--- src/rtl/cop_pkg.sv ---
package cop_pkg;
  // effective power mode seen by the watchdog
  typedef enum logic [1:0] {
    PM_RUN  = 2'd0,
    PM_WAIT = 2'd1,
    PM_HALT = 2'd2,
    PM_STOP = 2'd3
  } pmode_e;

  // counter state: counting or holding the reset request
  typedef enum logic {
    WD_COUNT = 1'b0,
    WD_HOLD  = 1'b1
  } wdst_e;

  // bit positions in the control byte (software-visible layout)
  localparam int SEC_POS = 7;
  localparam int OPT_POS = 6;
  localparam int SVC_POS = 0;
endpackage

--- src/rtl/cop_regif.sv ---
module cop_regif
  import cop_pkg::*;
#(
  parameter int          ADDR_W   = 16,
  parameter logic [15:0] REG_ADDR = 16'h1FF0
) (
  input  logic              clk,
  input  logic              rst,
  input  logic              por,
  input  logic              bus_wr,
  input  logic [ADDR_W-1:0] bus_addr,
  input  logic [7:0]        bus_wdata,
  output logic              sec_q,
  output logic              opt_q,
  output logic              svc
);
  localparam logic [ADDR_W-1:0] HIT_ADDR = ADDR_W'(REG_ADDR);

  logic hit;
  logic unused_wdata;

  assign hit          = bus_wr && (bus_addr == HIT_ADDR);
  assign svc          = hit && !bus_wdata[SVC_POS];
  assign unused_wdata = ^bus_wdata[5:1];

  // protection flag: set-only, cleared by power-on reset alone
  always_ff @(posedge clk) begin
    if (por) begin
      sec_q <= 1'b0;
    end else if (hit && bus_wdata[SEC_POS]) begin
      sec_q <= 1'b1;
    end
  end

  // feature enable: follows every register write
  always_ff @(posedge clk) begin
    if (por || rst) begin
      opt_q <= 1'b0;
    end else if (hit) begin
      opt_q <= bus_wdata[OPT_POS];
    end
  end
endmodule

--- src/rtl/cop_mode.sv ---
module cop_mode
  import cop_pkg::*;
(
  input  logic mode_wait,
  input  logic mode_halt,
  input  logic mode_stop,
  input  logic stop_as_halt,
  output logic count_gate
);
  pmode_e pm;

  always_comb begin
    if (mode_stop && !stop_as_halt) begin
      pm = PM_STOP;
    end else if (mode_stop || mode_halt) begin
      pm = PM_HALT;
    end else if (mode_wait) begin
      pm = PM_WAIT;
    end else begin
      pm = PM_RUN;
    end
  end

  // clock to the counter is gated only in true stop
  assign count_gate = (pm != PM_STOP);
endmodule

--- src/rtl/cop_counter.sv ---
module cop_counter
  import cop_pkg::*;
#(
  parameter int CNT_W    = 8,
  parameter int RST_HOLD = 4
) (
  input  logic clk,
  input  logic rst,
  input  logic run,
  input  logic svc,
  output logic req
);
  localparam int              HW      = (RST_HOLD > 1) ? $clog2(RST_HOLD) : 1;
  localparam logic [CNT_W-1:0] CNT_MAX = {CNT_W{1'b1}};
  localparam logic [HW-1:0]    H_LAST  = HW'(RST_HOLD - 1);

  wdst_e            st;
  logic [CNT_W-1:0] cnt;
  logic [HW-1:0]    hold;

  always_ff @(posedge clk) begin
    if (rst) begin
      st   <= WD_COUNT;
      cnt  <= '0;
      hold <= '0;
      req  <= 1'b0;
    end else begin
      case (st)
        WD_COUNT: begin
          if (!run || svc) begin
            cnt <= '0;
          end else if (cnt == CNT_MAX) begin
            cnt  <= '0;
            hold <= '0;
            req  <= 1'b1;
            st   <= WD_HOLD;
          end else begin
            cnt <= cnt + 1'b1;
          end
        end
        WD_HOLD: begin
          cnt <= '0;
          if (hold == H_LAST) begin
            req <= 1'b0;
            st  <= WD_COUNT;
          end else begin
            hold <= hold + 1'b1;
          end
        end
        default: st <= WD_COUNT;
      endcase
    end
  end
endmodule

--- src/rtl/cop_watchdog.sv ---
module cop_watchdog
  import cop_pkg::*;
#(
  parameter int          ADDR_W   = 16,
  parameter logic [15:0] REG_ADDR = 16'h1FF0,
  parameter int          CNT_W    = 8,
  parameter int          RST_HOLD = 4
) (
  input  logic              clk,
  input  logic              rst,
  input  logic              por,
  input  logic              bus_wr,
  input  logic              bus_rd,
  input  logic [ADDR_W-1:0] bus_addr,
  input  logic [7:0]        bus_wdata,
  output logic [7:0]        bus_rdata,
  input  logic              opt_cop_en,
  input  logic              opt_stop_as_halt,
  input  logic              mode_wait,
  input  logic              mode_halt,
  input  logic              mode_stop,
  input  logic              hv_irq,
  output logic              cop_reset,
  output logic              sec_bit,
  output logic              opt_bit
);
  logic svc;
  logic gate;
  logic run;
  logic any_rst;
  logic unused_rd;

  assign unused_rd = bus_rd;
  assign bus_rdata = '0;
  assign any_rst   = rst || por;
  assign run       = opt_cop_en && !hv_irq && gate;

  cop_regif #(
    .ADDR_W  (ADDR_W),
    .REG_ADDR(REG_ADDR)
  ) u_regif (
    .clk      (clk),
    .rst      (rst),
    .por      (por),
    .bus_wr   (bus_wr),
    .bus_addr (bus_addr),
    .bus_wdata(bus_wdata),
    .sec_q    (sec_bit),
    .opt_q    (opt_bit),
    .svc      (svc)
  );

  cop_mode u_mode (
    .mode_wait   (mode_wait),
    .mode_halt   (mode_halt),
    .mode_stop   (mode_stop),
    .stop_as_halt(opt_stop_as_halt),
    .count_gate  (gate)
  );

  cop_counter #(
    .CNT_W   (CNT_W),
    .RST_HOLD(RST_HOLD)
  ) u_cnt (
    .clk(clk),
    .rst(any_rst),
    .run(run),
    .svc(svc),
    .req(cop_reset)
  );
endmodule

--- config.mk ---
export PLATFORM = sky130hd
export DESIGN_NAME = cop_watchdog
export DESIGN_NICKNAME = d
export VERILOG_FILES = /design/src/rtl/cop_pkg.sv /design/src/rtl/cop_regif.sv /design/src/rtl/cop_mode.sv /design/src/rtl/cop_counter.sv /design/src/rtl/cop_watchdog.sv
export SDC_FILE = /design/constraint.sdc
export NUM_CORES = 1
export LEC_CHECK = 0
export BUFFER_PORTS_ARGS = -buffer_cell sky130_fd_sc_hd__buf_2
export CAP_MARGIN = 10
export CORE_MARGIN = 10
export CORE_UTILIZATION = 41
export CTS_CLUSTER_SIZE = 28
export DETAILED_ROUTE_END_ITERATION = 10
export GPL_ROUTABILITY_DRIVEN = 0
export HOLD_SLACK_MARGIN = 0.08
export PLACE_DENSITY = 0.79
export SLEW_MARGIN = 20
export SYNTH_ARGS = -nofsm -noshare
export SYNTH_HDL_FRONTEND = slang
export SYNTH_SLANG_ARGS = --single-unit
export TNS_END_PERCENT = 20
--- constraint.sdc ---
create_clock -name clk -period 3.6 [get_ports clk]
set_input_delay 1.08 -clock clk [delete_from_list [all_inputs] [get_ports clk]]
set_output_delay 1.08 -clock clk [all_outputs]
set_load 0.05 [all_outputs]
Yosys cells after proc, flatten, opt, wreduce, memory -nomap -nowiden
Index checks and enable logic that the tools add are counted.
{"block": "word_totals", "word_cells": 50, "mem_bits_rw": 0, "rom_bits": 0, "regBits": 14, "latch_bits": 0, "mem_count": 0, "in_bits": 35}
{"block": "classes", "shifts": 0, "multipliers": 0, "mux": 18, "n_eq_ne": 8, "addsub": 2, "order_cmp": 0, "n_bitwise": 1, "reduce_logical": 15, "div": 0}
{"cell": "$eq A16 B13 Y1 const B", "count": 1}
{"cell": "$mux W8", "count": 2}
{"cell": "$pmux W8 S2", "count": 1}
{"cell": "$mux W2", "count": 5}
{"cell": "$add A8 B1 Y8 const B", "count": 1}
{"cell": "$eq A8 B8 Y1 const B", "count": 1}
{"cell": "$ne A2 B2 Y1 const B", "count": 4}
{"cell": "$mux W1", "count": 7}
{"cell": "$logic_and A1 B1 Y1", "count": 6}
{"cell": "$reduce_and A3 Y1", "count": 2}
{"cell": "$logic_not A1 Y1", "count": 4}
{"cell": "$pmux W1 S2", "count": 2}
{"cell": "$pmux W2 S2", "count": 1}
{"cell": "$logic_or A1 B1 Y1", "count": 3}
{"cell": "$add A2 B1 Y2 const B", "count": 1}
{"cell": "$eq A2 B2 Y1 const B", "count": 1}
{"cell": "$ne A2 B1 Y1 const B", "count": 1}
{"cell": "$not A1 Y1", "count": 1}

Longest topological paths before layout
{"block": "depth", "ltp_word": 9, "depth_mapped": 5, "mapped_depth_nobuf": 4}

Cells and area by module
From an unflattened synthesis, not the netlist that was laid out.
{"block": "hier_totals", "hier_cells": 83, "area_unflattened_um2": 769.5}
{"module": "cop_counter", "cells_per_inst": 55, "area_each_um2": 545.5, "n_inst": 1, "seq_area_each_um2": 240.2}
{"module": "cop_regif", "cells_per_inst": 16, "area_each_um2": 138.9, "n_inst": 1, "seq_area_each_um2": 40.0}
{"module": "cop_watchdog", "cells_per_inst": 11, "area_each_um2": 78.8, "n_inst": 1, "seq_area_each_um2": 0.0}
{"module": "cop_mode", "cells_per_inst": 1, "area_each_um2": 6.3, "n_inst": 1, "seq_area_each_um2": 0.0}

Least setup slack after synthesis
Ideal clock, no wire load.
{"block": "synth_path", "kind": "input port to flip-flop", "start": "input rst", "end": "register u_cnt.cnt[0]", "t_arrival_ps": 2279, "slack_ps": 1249, "cell_stages": 5, "setup_time_ps": 73, "required_ps": 3527, "path_cell_list": "or2_1 > buf_6 > or4_4 > a21o_4 > nor3b_2"}
{"block": "synth_via", "elab_chain_len": 1}
{"item": "from (decl)", "line_no": "cop_watchdog.sv:10", "rtl": "input logic rst,"}
{"item": "$logic_or A1 B1 Y1", "line_no": "cop_watchdog.sv:35", "rtl": "assign any_rst = rst || por;"}
{"item": "to (signal assigned)", "line_no": "cop_counter.sv:38", "rtl": "cnt <= cnt + 1'b1;"}
{"item": "to (decl)", "line_no": "cop_counter.sv:18", "rtl": "logic [CNT_W-1:0] cnt;"}
No other way between the ends.
A chain may end at the register's enable or synchronous reset.

Final worst setup path
{"block": "layout_path", "start": "input rst", "end": "register u_cnt.cnt[5]"}
Same word-level chain as after synthesis.

==> run metrics <==
Overflow after GRT=0; diode count=0; Max VDD drop=approximately 340 uV; unrepaired setup endpoints after global routing=no; GRT Total Usage=8.74%; IO Port Bufs=29; vias in the first global route=656; post-synthesis sequential area ratio=37.7%; ratio of cells with drive above 1 in the final layout=37.8%; Post-CTS Setup Repair Bufs=0; Die X=62.6 um; Critical Path Source=rst; first-pass GRT wire length=2820 um; worst skew pair latency=0.28 ns; Rows=15; Tmin final=approximately 2.2 ns; Arr. time, crit path=between 2 and 2.5 ns; clock transition at the registers of the reported paths=0.08 ns; Top FF cell, synth=dfxtp_1; Cell Area, Placed=approximately 880 sq um; starting DRC count in detailed routing=6; design area=a little over 900 sq um; CTS tree=done; largest net degree at the start of global routing=9; total of max-cap violations=0; CTS Buf Count=3; average wire per cell in the routed design=12.4 um; Area Growth Syn to Fin=23.6%; Psw=0.0761 mW; Warnings, synthesis=0; Register-to-Register Path Depth=4; Mapped Avg Cell Area=9.41 sq um; H-tree depth=1; Leakage=between 0.3 and 0.4 nW; Gate power share=13.2%; Flop pwr share=50.7%; CP required=3.81 ns; Post-DRT Antenna Nets=0; post-CTS sizing=0; Post-synth EDFFs=0; # setup viols final=0; worst r2r src=u_cnt.cnt[0]; Seq cells post-synth=14; status=finished clean; CTS sink count=14; Peak Freq=0.457 GHz; Filler Cell Count=approximately 190; Longest Clk Path Bufs=2; Via density=4.83; Post-Layout Cell Count=136; Mapped Area=roughly 740 sq um; Syn Inst Count=79; Tcrit/Tclk final=60.7%; Clk pwr share=36.1%; Root Buffer=clkbuf_4; DRT Pass-1 Iters=2; CP startpoint kind=input port; setup TNS=0 ns; Initial Util=43.0%; die area=roughly 3900 sq um; CP endpoint kind=flip-flop; internal power=0.230 mW; vias=657; Setup Skew=just over 0.0008 ns; Pwr Density=about 330 nW/um^2; Final Hold Viols=0; Final Slew Violations=0; # nets final=149; die outline height=62.6 um; Final HPWL DP=roughly 1500 um; HP Class=flip-flop to flip-flop; Synth async-reset ratio=0%; Post-Route WL=1680 um; hold path depth=2; sw frac=24.9%; Placed Instances=~130; cts hold-fix bufs=0; hold_sp=u_cnt.req; antenna violations before repair=0; IO Pins=46; Std-Cell Core Area=1730 sq um; WS Path Type=input port to flip-flop; distinct cell type count after synthesis=31; worst-path maximum fanout=8; post-route DRC violation count=0
-- layer usage --
metal / routed length, um / track usage (%)
met1: 711 / 8.89
met2: 778 / 14.4
met3: 170 / 5.20
met4: 23 / 3.35
met5: 0 / 0
-- state kept, by name, summed over array words and instances, names as in the netlist --
| signal | cells |
|---|---|
| u_cnt.cnt | 8 |
| u_cnt.hold | 2 |
| u_cnt.req | 1 |
| u_cnt.st | 1 |
| u_regif.opt_q | 1 |
| u_regif.sec_q | 1 |
-- synthesized netlist by cell type, types with 2 or more instances --
library cell	instances	area (sq um)
a21oi_1	3	15.0
nor3_1	2	10.0
ha_1	2	25.0
nand4b_1	2	17.5
nand2b_1	2	12.5
dfxtp_1	14	280
nand2_1	6	22.5
xor2_1	4	35.0
nand3_1	4	20.0
nor2_1	7	26.3
xnor2_1	2	17.5
nand4_1	2	12.5
nor3b_2	3	37.5
buf_4	8	60.1
nor4_1	2	12.5
-- cell type report --
class	instances	area [sq um]	share of cell area, %
Sequential cell	14	280	30.5
Timing Repair Buffer	30	153	16.6
Multi-Input combinational cell	63	418	45.5
Tap cell	25	31.3	3.41
Clock buffer	4	36.3	3.95
-- cell usage in the layout (no fill, tap or decap), drive strengths merged --
| cell type | instances |
|---|---|
| a211o | 1 |
| a21bo | 1 |
| a21o | 1 |
| a21oi | 3 |
| a31o | 1 |
| a31oi | 1 |
| a32o | 1 |
| and2b | 1 |
| and3 | 1 |
| and4 | 1 |
| buf | 30 |
| clkbuf | 4 |
| conb | 8 |
| dfxtp | 14 |
| ha | 2 |
| nand2 | 6 |
| nand2b | 2 |
| nand3 | 4 |
| nand4 | 2 |
| nand4b | 2 |
| nand4bb | 1 |
| nor2 | 7 |
| nor2b | 1 |
| nor3 | 2 |
| nor3b | 3 |
| nor4 | 2 |
| or2 | 1 |
| or3 | 1 |
| or4 | 1 |
| xnor2 | 2 |
| xor2 | 4 |
-- logic make-up (layout without fill, tap and decap cells) --
logic type | after synthesis | in the layout | share of synthesized area, %
fa+ha+maj | 2 | 2 | 3.37
other cells | 1 | 8 | 0.505
simple gates | 38 | 38 | 31.8
compound gates | 9 | 9 | 9.93
xor+xnor | 6 | 6 | 7.07
buf+inv | 9 | 34 | 9.60
flops | 14 | 14 | 37.7
-- metrics by stage --
stage	power, mW	setup WS [ns]	utilization [%]	hold slack [ns]
final	0.306	1.41	53.2	0.460
after global routing	0.322	1.37	53.2	0.487
after CTS	0.311	1.40	53.2	0.465
after detailed placement	0.199	1.10	51.1	0.454
after global placement	0.199	1.13	51.1	0.437
after floorplan	0.192	1.25	-	0.473
-- worst max-delay path: stages --
cell and delay [ns]:
buf_2 0.09, or2_1 0.30, or4_4 0.54, a21o_4 0.23, nor3b_2 0.16
-- power by group through the flow --
| stage | sequential [mW] | combinational [mW] | clock, mW |
|---|---|---|---|
| 2_1_floorplan | 0.159 | 0.0331 | 0 |
| 3_3_place_gp | 0.159 | 0.0395 | 0 |
| 3_5_place_dp | 0.159 | 0.0401 | 0 |
| 4_1_cts | 0.155 | 0.0402 | 0.115 |
| 5_1_grt | 0.155 | 0.0433 | 0.123 |
| 6_report | 0.155 | 0.0404 | 0.111 |
-- path summary, 6_finish.rpt --
kind	end	slack, ns
setup / recovery	u_cnt.cnt[5]	1.41
setup reg to reg	u_cnt.hold[1]	1.93
hold / removal	u_cnt.req	0.46
hold reg to reg	u_cnt.req	0.46
Power figures use the tool's default switching activity.
